**src/rtl/div64x32_sat.sv**
```systemverilog
module div64x32_sat #(
  parameter int W = 32
) (
  input  logic           clk,
  input  logic           rst_n,
  input  logic           start,
  input  logic           signed_mode,
  input  logic [W-1:0]   y_hi,
  input  logic [W-1:0]   op_lo,
  input  logic [W-1:0]   divisor,
  output logic           busy,
  output logic           done,
  output logic           div_zero,
  output logic           ovf,
  output logic [2*W-1:0] result
);
  localparam int DW    = 2 * W;
  localparam int ITER  = DW;
  localparam int CW    = $clog2(ITER + 1);
  localparam logic [CW-1:0] LAST = CW'(ITER);

  logic          sgn_q, neg_q;
  logic [CW-1:0] cnt;
  logic [W-1:0]  dvs, rem;
  logic [DW-1:0] quo;

  logic [DW-1:0] dividend, a_mag;
  logic [W-1:0]  b_mag;
  logic          a_neg, b_neg;

  assign dividend = {y_hi, op_lo};
  assign a_neg    = signed_mode & dividend[DW-1];
  assign b_neg    = signed_mode & divisor[W-1];
  assign a_mag    = a_neg ? (~dividend + 1'b1) : dividend;
  assign b_mag    = b_neg ? (~divisor + 1'b1) : divisor;

  logic [W:0]   trial, diff;
  logic         take;
  assign trial = {rem, quo[DW-1]};
  assign diff  = trial - {1'b0, dvs};
  assign take  = ~diff[W];

  logic          hi_nz, u_ovf, s_pos, s_neg;
  logic [W-1:0]  q_lo;
  logic [DW-1:0] fin;
  assign hi_nz = |quo[DW-1:W];
  assign u_ovf = hi_nz;
  assign s_pos = ~neg_q & (hi_nz | quo[W-1]);
  assign s_neg = neg_q & (hi_nz | (quo[W-1] & (|quo[W-2:0])));
  assign q_lo  = neg_q ? (~quo[W-1:0] + 1'b1) : quo[W-1:0];

  always_comb begin
    if (!sgn_q)
      fin = u_ovf ? {{W{1'b0}}, {W{1'b1}}} : {{W{1'b0}}, quo[W-1:0]};
    else if (s_pos)
      fin = {{(W+1){1'b0}}, {(W-1){1'b1}}};
    else if (s_neg)
      fin = {{(W+1){1'b1}}, {(W-1){1'b0}}};
    else
      fin = {{W{q_lo[W-1]}}, q_lo};
  end

  always_ff @(posedge clk or negedge rst_n) begin
    if (!rst_n) begin
      busy <= 1'b0; done <= 1'b0; div_zero <= 1'b0; ovf <= 1'b0;
      result <= '0; sgn_q <= 1'b0; neg_q <= 1'b0; cnt <= '0;
      dvs <= '0; rem <= '0; quo <= '0;
    end else begin
      done <= 1'b0;
      if (!busy) begin
        if (start) begin
          sgn_q <= signed_mode;
          if (divisor == '0) begin
            done     <= 1'b1;
            div_zero <= 1'b1;
            ovf      <= 1'b0;
          end else begin
            busy  <= 1'b1;
            neg_q <= a_neg ^ b_neg;
            dvs   <= b_mag;
            rem   <= '0;
            quo   <= a_mag;
            cnt   <= '0;
          end
        end
      end else if (cnt != LAST) begin
        rem <= take ? diff[W-1:0] : trial[W-1:0];
        quo <= {quo[DW-2:0], take};
        cnt <= cnt + 1'b1;
      end else begin
        busy     <= 1'b0;
        done     <= 1'b1;
        div_zero <= 1'b0;
        result   <= fin;
        ovf      <= sgn_q ? (s_pos | s_neg) : u_ovf;
      end
    end
  end

  p_done_pulse_r7: assert property (@(posedge clk) disable iff (!rst_n)
    done |=> !done);
  p_done_idle_r7: assert property (@(posedge clk) disable iff (!rst_n)
    done |-> !busy);
  p_zero_fast_r6: assert property (@(posedge clk) disable iff (!rst_n)
    (start && !busy && divisor == '0) |=> (done && div_zero));
  p_zero_keep_r6: assert property (@(posedge clk) disable iff (!rst_n)
    (done && div_zero) |-> ($stable(result) && !ovf));
  p_usat_r3: assert property (@(posedge clk) disable iff (!rst_n)
    (done && !div_zero && !sgn_q && ovf) |-> result == {{W{1'b0}}, {W{1'b1}}});
  p_uzext_r1: assert property (@(posedge clk) disable iff (!rst_n)
    (done && !div_zero && !sgn_q) |-> result[DW-1:W] == '0);
  p_srange_r2: assert property (@(posedge clk) disable iff (!rst_n)
    (done && !div_zero && sgn_q) |-> (result[DW-1:W-1] == '0 || (&result[DW-1:W-1])));
  p_ignore_r8: assert property (@(posedge clk) disable iff (!rst_n)
    (busy && start) |=> (busy || (done && !div_zero)));
endmodule

```
**config.mk**
```make
export PLATFORM = sky130hd
export DESIGN_NAME = div64x32_sat
export DESIGN_NICKNAME = d
export VERILOG_FILES = /design/src/rtl/div64x32_sat.sv
export SDC_FILE = /design/constraint.sdc
export NUM_CORES = 1
export LEC_CHECK = 0
export CAP_MARGIN = 15
export CORE_MARGIN = 3
export CORE_UTILIZATION = 55
export DETAILED_ROUTE_END_ITERATION = 10
export GPL_ROUTABILITY_DRIVEN = 0
export GPL_TIMING_DRIVEN = 0
export PLACE_DENSITY = 0.81
export SLEW_MARGIN = 20
export SYNTH_ARGS = -nofsm -noshare
export SYNTH_HDL_FRONTEND = slang
export SYNTH_SLANG_ARGS = --single-unit
```
**constraint.sdc**
```tcl
create_clock -name clk -period 5.95 [get_ports clk]
set_input_delay 1.19 -clock clk [delete_from_list [all_inputs] [get_ports clk]]
set_output_delay 1.19 -clock clk [all_outputs]
set_load 0.005 [all_outputs]
```
==> impl_metrics.csv <==
group,metric,value,unit
clocking,root_buffer,"clkbuf_16",
grt,grt_pass1_wl,59910,microns
pwr,p_sw_frac,0.4605,
drt,routed_wl,37360,microns
min_path,hp-start,"div_zero",
setup_path,slowest_delay,0.60,ns
floorplanning,ios,168,
floorplanning,start_util,0.5634,
setup_path,rr_startpoint,"rem[22]",
grt,antenna_found_initial,0,
setup_path,crit_path_top_delay_cell,"or4_1",
logic_synthesis,synth_cells,1475,
setup_path,crit_path_start_kind,"input port",
setup_path,crit_chain,"clkdlybuf4s50_1 > or4_1 > nor4_1 > nor4b_1 > nand2b_1 > clkbuf_1 > o21a_1 > nor2_1 > buf_2 > buf_1 > a32oi_1 > o31ai_1",
setup_path,cp_data_required_time,6.28,ns
drt,antenna_left,0,
timing,max_clock_freq,198.9,MHz
logic_synthesis,syn_area,0.01237,sq mm
logic_synthesis,yosysUniqueCellTypes,68,
grt,grt_pass1_vias,11670,
layout,syn_to_final_growth,21.51,%
clocking,cts_tree,"built",
pwr,p_clk_frac,0.136,
clocking,cts_buffers,17,
drt,wl_per_cell,19.12,microns
logic_synthesis,ys_seq_elements,174,
clocking,postCtsSetupRepairBufs,0,
min_path,hp-class,"reg -> reg",
logic_synthesis,synth-seq-area-share,0.3519,
clocking,h-tree-depth,4,
floorplanning,coreArea,0.02196,sq mm
logic_synthesis,avgSynthCellArea,8.388,sq um
logic_synthesis,synth_edf_count,0,
logic_synthesis,yosys_warnings,0,
setup_path,r2r_slack,1.64,ns
flow_run,maxCapViolations,0,
min_path,hold_depth,2,
logic_synthesis,yosys.area.top_type,"dfrtp_1",
min_path,worstHoldEndpoint,"div_zero",
logic_synthesis,synth.net_count,1613,
layout,antennaDiodeCount,0,
pwr,p_per_area,554.6,mW/mm^2
drt,num_vias,12400,
place,place_hpwl,28310,microns
grt,grt_max_degree,97,
timing,finClkSkew,0.01463,ns
drt,drc,0,
grt,grt_overflow,0,
timing,drv_slew,0,
grt,grt_usage,0.3031,
timing,setup_viol,0,
drt,routed.top_layer,"met4",
drt,met2_length,16880,microns
setup_path,end_kind,"flip-flop",
timing,rsz0062_at_grt,"false",
setup_path,crit_path_max_fanout,10,
pwr,peakVddDrop,0.0002841,V
floorplanning,dieArea,0.02433,sq mm
place,port_buffers,166,
setup_path,rr_endpoint,"rem[26]",
pwr,p_comb_frac,0.580,
setup_path,arrival,5.36,ns
logic_synthesis,async_flop_share,1.000,
drt,routed_via_density,6.344,
setup_path,worst_path_dominant_cell_family,"simple AND/OR/NAND/NOR gates",
setup_path,ff2ff_path_depth,12,
clocking,ctsHoldBuffers,0,
timing,period_needed,5.028,ns
pwr,power_leakage,0.006085,uW
timing,relSlewSlack,0.3194,
logic_synthesis,synth_top_area_share,0.3519,
floorplanning,rows,54,
timing,max_slew.worst_pin.slew,1.012,ns
floorplanning,dieHeight,156.0,microns
clocking,clock_sinks,174,
pwr,pwr-share-seq,0.284,
layout,postLayoutCellArea,0.01503,sq mm
clocking,cts_resized,0,
layout,finalNetCount,1799,
layout,drive_above_1_share,0.05137,
floorplanning,die_x,156.0,microns
drt,wl_met3,4103,microns
pwr,internal_power,4498,uW
drt,wl_met1,15700,microns
layout,fillCellCount,1775,
timing,fin_crit_sh,0.8450,
layout,fin_util,0.6846,
drt,drt-initial-drc-count,1350,
setup_path,cp_num_buf_inv,4,
pwr,power_switching,3839,uW
clocking,clock_latency,0.44,ns
outcome,status,"complete, no violations",
timing,hold_viol,0,
setup_path,worstSetupPathType,"in -> reg",
clocking,cts.path.max_buffers,2,
logic_synthesis,synth_area_leaders,"dfrtp_1 35%, a221o_1 4.8%, o21ai_0 4.6%",
logic_synthesis,synthFlopType,"dfrtp_1",
clocking,cts.clk_slew.worst_paths,0.07,ns
drt,drtPass1Iterations,6,
place,place_area,0.01442,sq mm
==> how the worst max path moves through the flow <==
| stage | from | endpoint | slack [ns] | cells after the start |
|---|---|---|---|---|
| CTS | divisor[5] | cnt[0] | 0.97 | 12 |
| finish | divisor[5] | rem[27] | 0.92 | 12 |
| detailed placement | divisor[5] | cnt[0] | 0.54 | 12 |
| floorplan | op_lo[30] | quo[61] | 1.88 | 9 |
| global route | divisor[4] | quo[1] | 0.62 | 12 |
| global placement | rst_n | quo[52] | -3.32 | 1 |
==> area by class of cell <==
| cell class | instances | area [sq um] | share of cell area |
|---|---|---|---|
| clock buffer | 17 | 425.4 | 0.02830 |
| inverter | 68 | 255.2 | 0.01698 |
| timing repair buffer | 167 | 1694 | 0.1127 |
| buffer | 124 | 591.8 | 0.03937 |
| sequential | 174 | 4354 | 0.2896 |
| tap | 280 | 350.3 | 0.02330 |
| multi-input combinational | 1109 | 7171 | 0.4770 |
| clock inverter | 15 | 191.4 | 0.01273 |
==> through the flow <==
step | TNS, ns | power [uW] | hold slack [ns] | setup WS, ns | instances
after floorplan | 0 | 5601 | 0.4498 | 1.877 | 1475
after global placement | -575.92 | 6895 | 0.4597 | -3.322 | 1921
after detailed placement | 0 | 7052 | 0.4702 | 0.5387 | 1922
after CTS | 0 | 8245 | 0.4860 | 0.9712 | 1954
after global routing | 0 | 8937 | 0.5067 | 0.6182 | 1954
final | 0 | 8337 | 0.4823 | 0.9220 | 1954
==> placed cells by master, fill, tap and decap left out, types with 12 or more instances in the layout <==
cell type        count
or3_1               23
a221o_1             59
o31ai_1             32
mux2i_1             24
clkbuf_1            83
buf_4               32
a31oi_1             28
nand3_1             31
nor2_1             145
xor2_1              56
ha_1                37
clkdlybuf4s50_1    165
clkbuf_16           17
or4_1               15
nand4_1             16
xnor2_1             63
inv_1               68
nor3_1              37
o211ai_1            13
dfrtp_1            174
o21ai_0            113
nor4_1              22
a21oi_1             92
a21boi_0            12
a21o_1              12
nand2_1            129
==> registers in the layout, indices dropped and copies added, names as in the netlist <==
name,cells
dvs,32
ovf,1
sgn_q,1
rem,32
quo,64
neg_q,1
cnt,7
busy,1
div_zero,1
done,1
result,33
==> worst reg2reg max path, delay by kind of cell, from the launching register on <==
family,cells,cell delay (ns)
compound gates,4,1.40
buf+inv,3,1.16
simple gates,4,0.95
flops,1,0.42
fa+ha+maj,1,0.29
==> power groups by stage <==
stage	Sequential, uW	Clock [uW]	Combinational, uW
global placement	2330	0	4560
global route	2430	1200	5310
floorplan	2160	0	3440
CTS	2340	1150	4750
detailed placement	2350	0	4700
finish	2370	1140	4840
==> synthesized netlist by cell type, drive strengths merged, types with 12 or more instances <==
cell type,count
dfrtp,174
nor2,145
nand2,129
o21ai,115
a21oi,92
clkbuf,83
inv,68
xnor2,63
a221o,59
xor2,56
buf,41
ha,37
nor3,37
o31ai,34
nand3,31
a31oi,28
mux2i,24
nor4,23
or3,23
or4,17
nand4,16
o211ai,13
a21boi,12
a21o,12
==> per-layer routing <==
metal  vias up  track usage
met1      5844       0.4230
met3        62      0.05465
li1       5783            -
met4         0      0.08789
met5         -            0
met2       707       0.4860
==> logic make-up (layout without fill, tap and decap cells) <==
group	count (synthesis)	in the layout	synth area share
AO/OA/AOI/OAI	465	465	0.2601
flip-flops	174	174	0.3519
buffers and inverters	192	391	0.06847
AND/OR/NAND/NOR	463	463	0.1768
XOR/XNOR	119	119	0.08424
multiplexers	24	24	0.01942
adder cells (fa/ha/maj)	38	38	0.03904
Power figures use the tool's default switching activity.
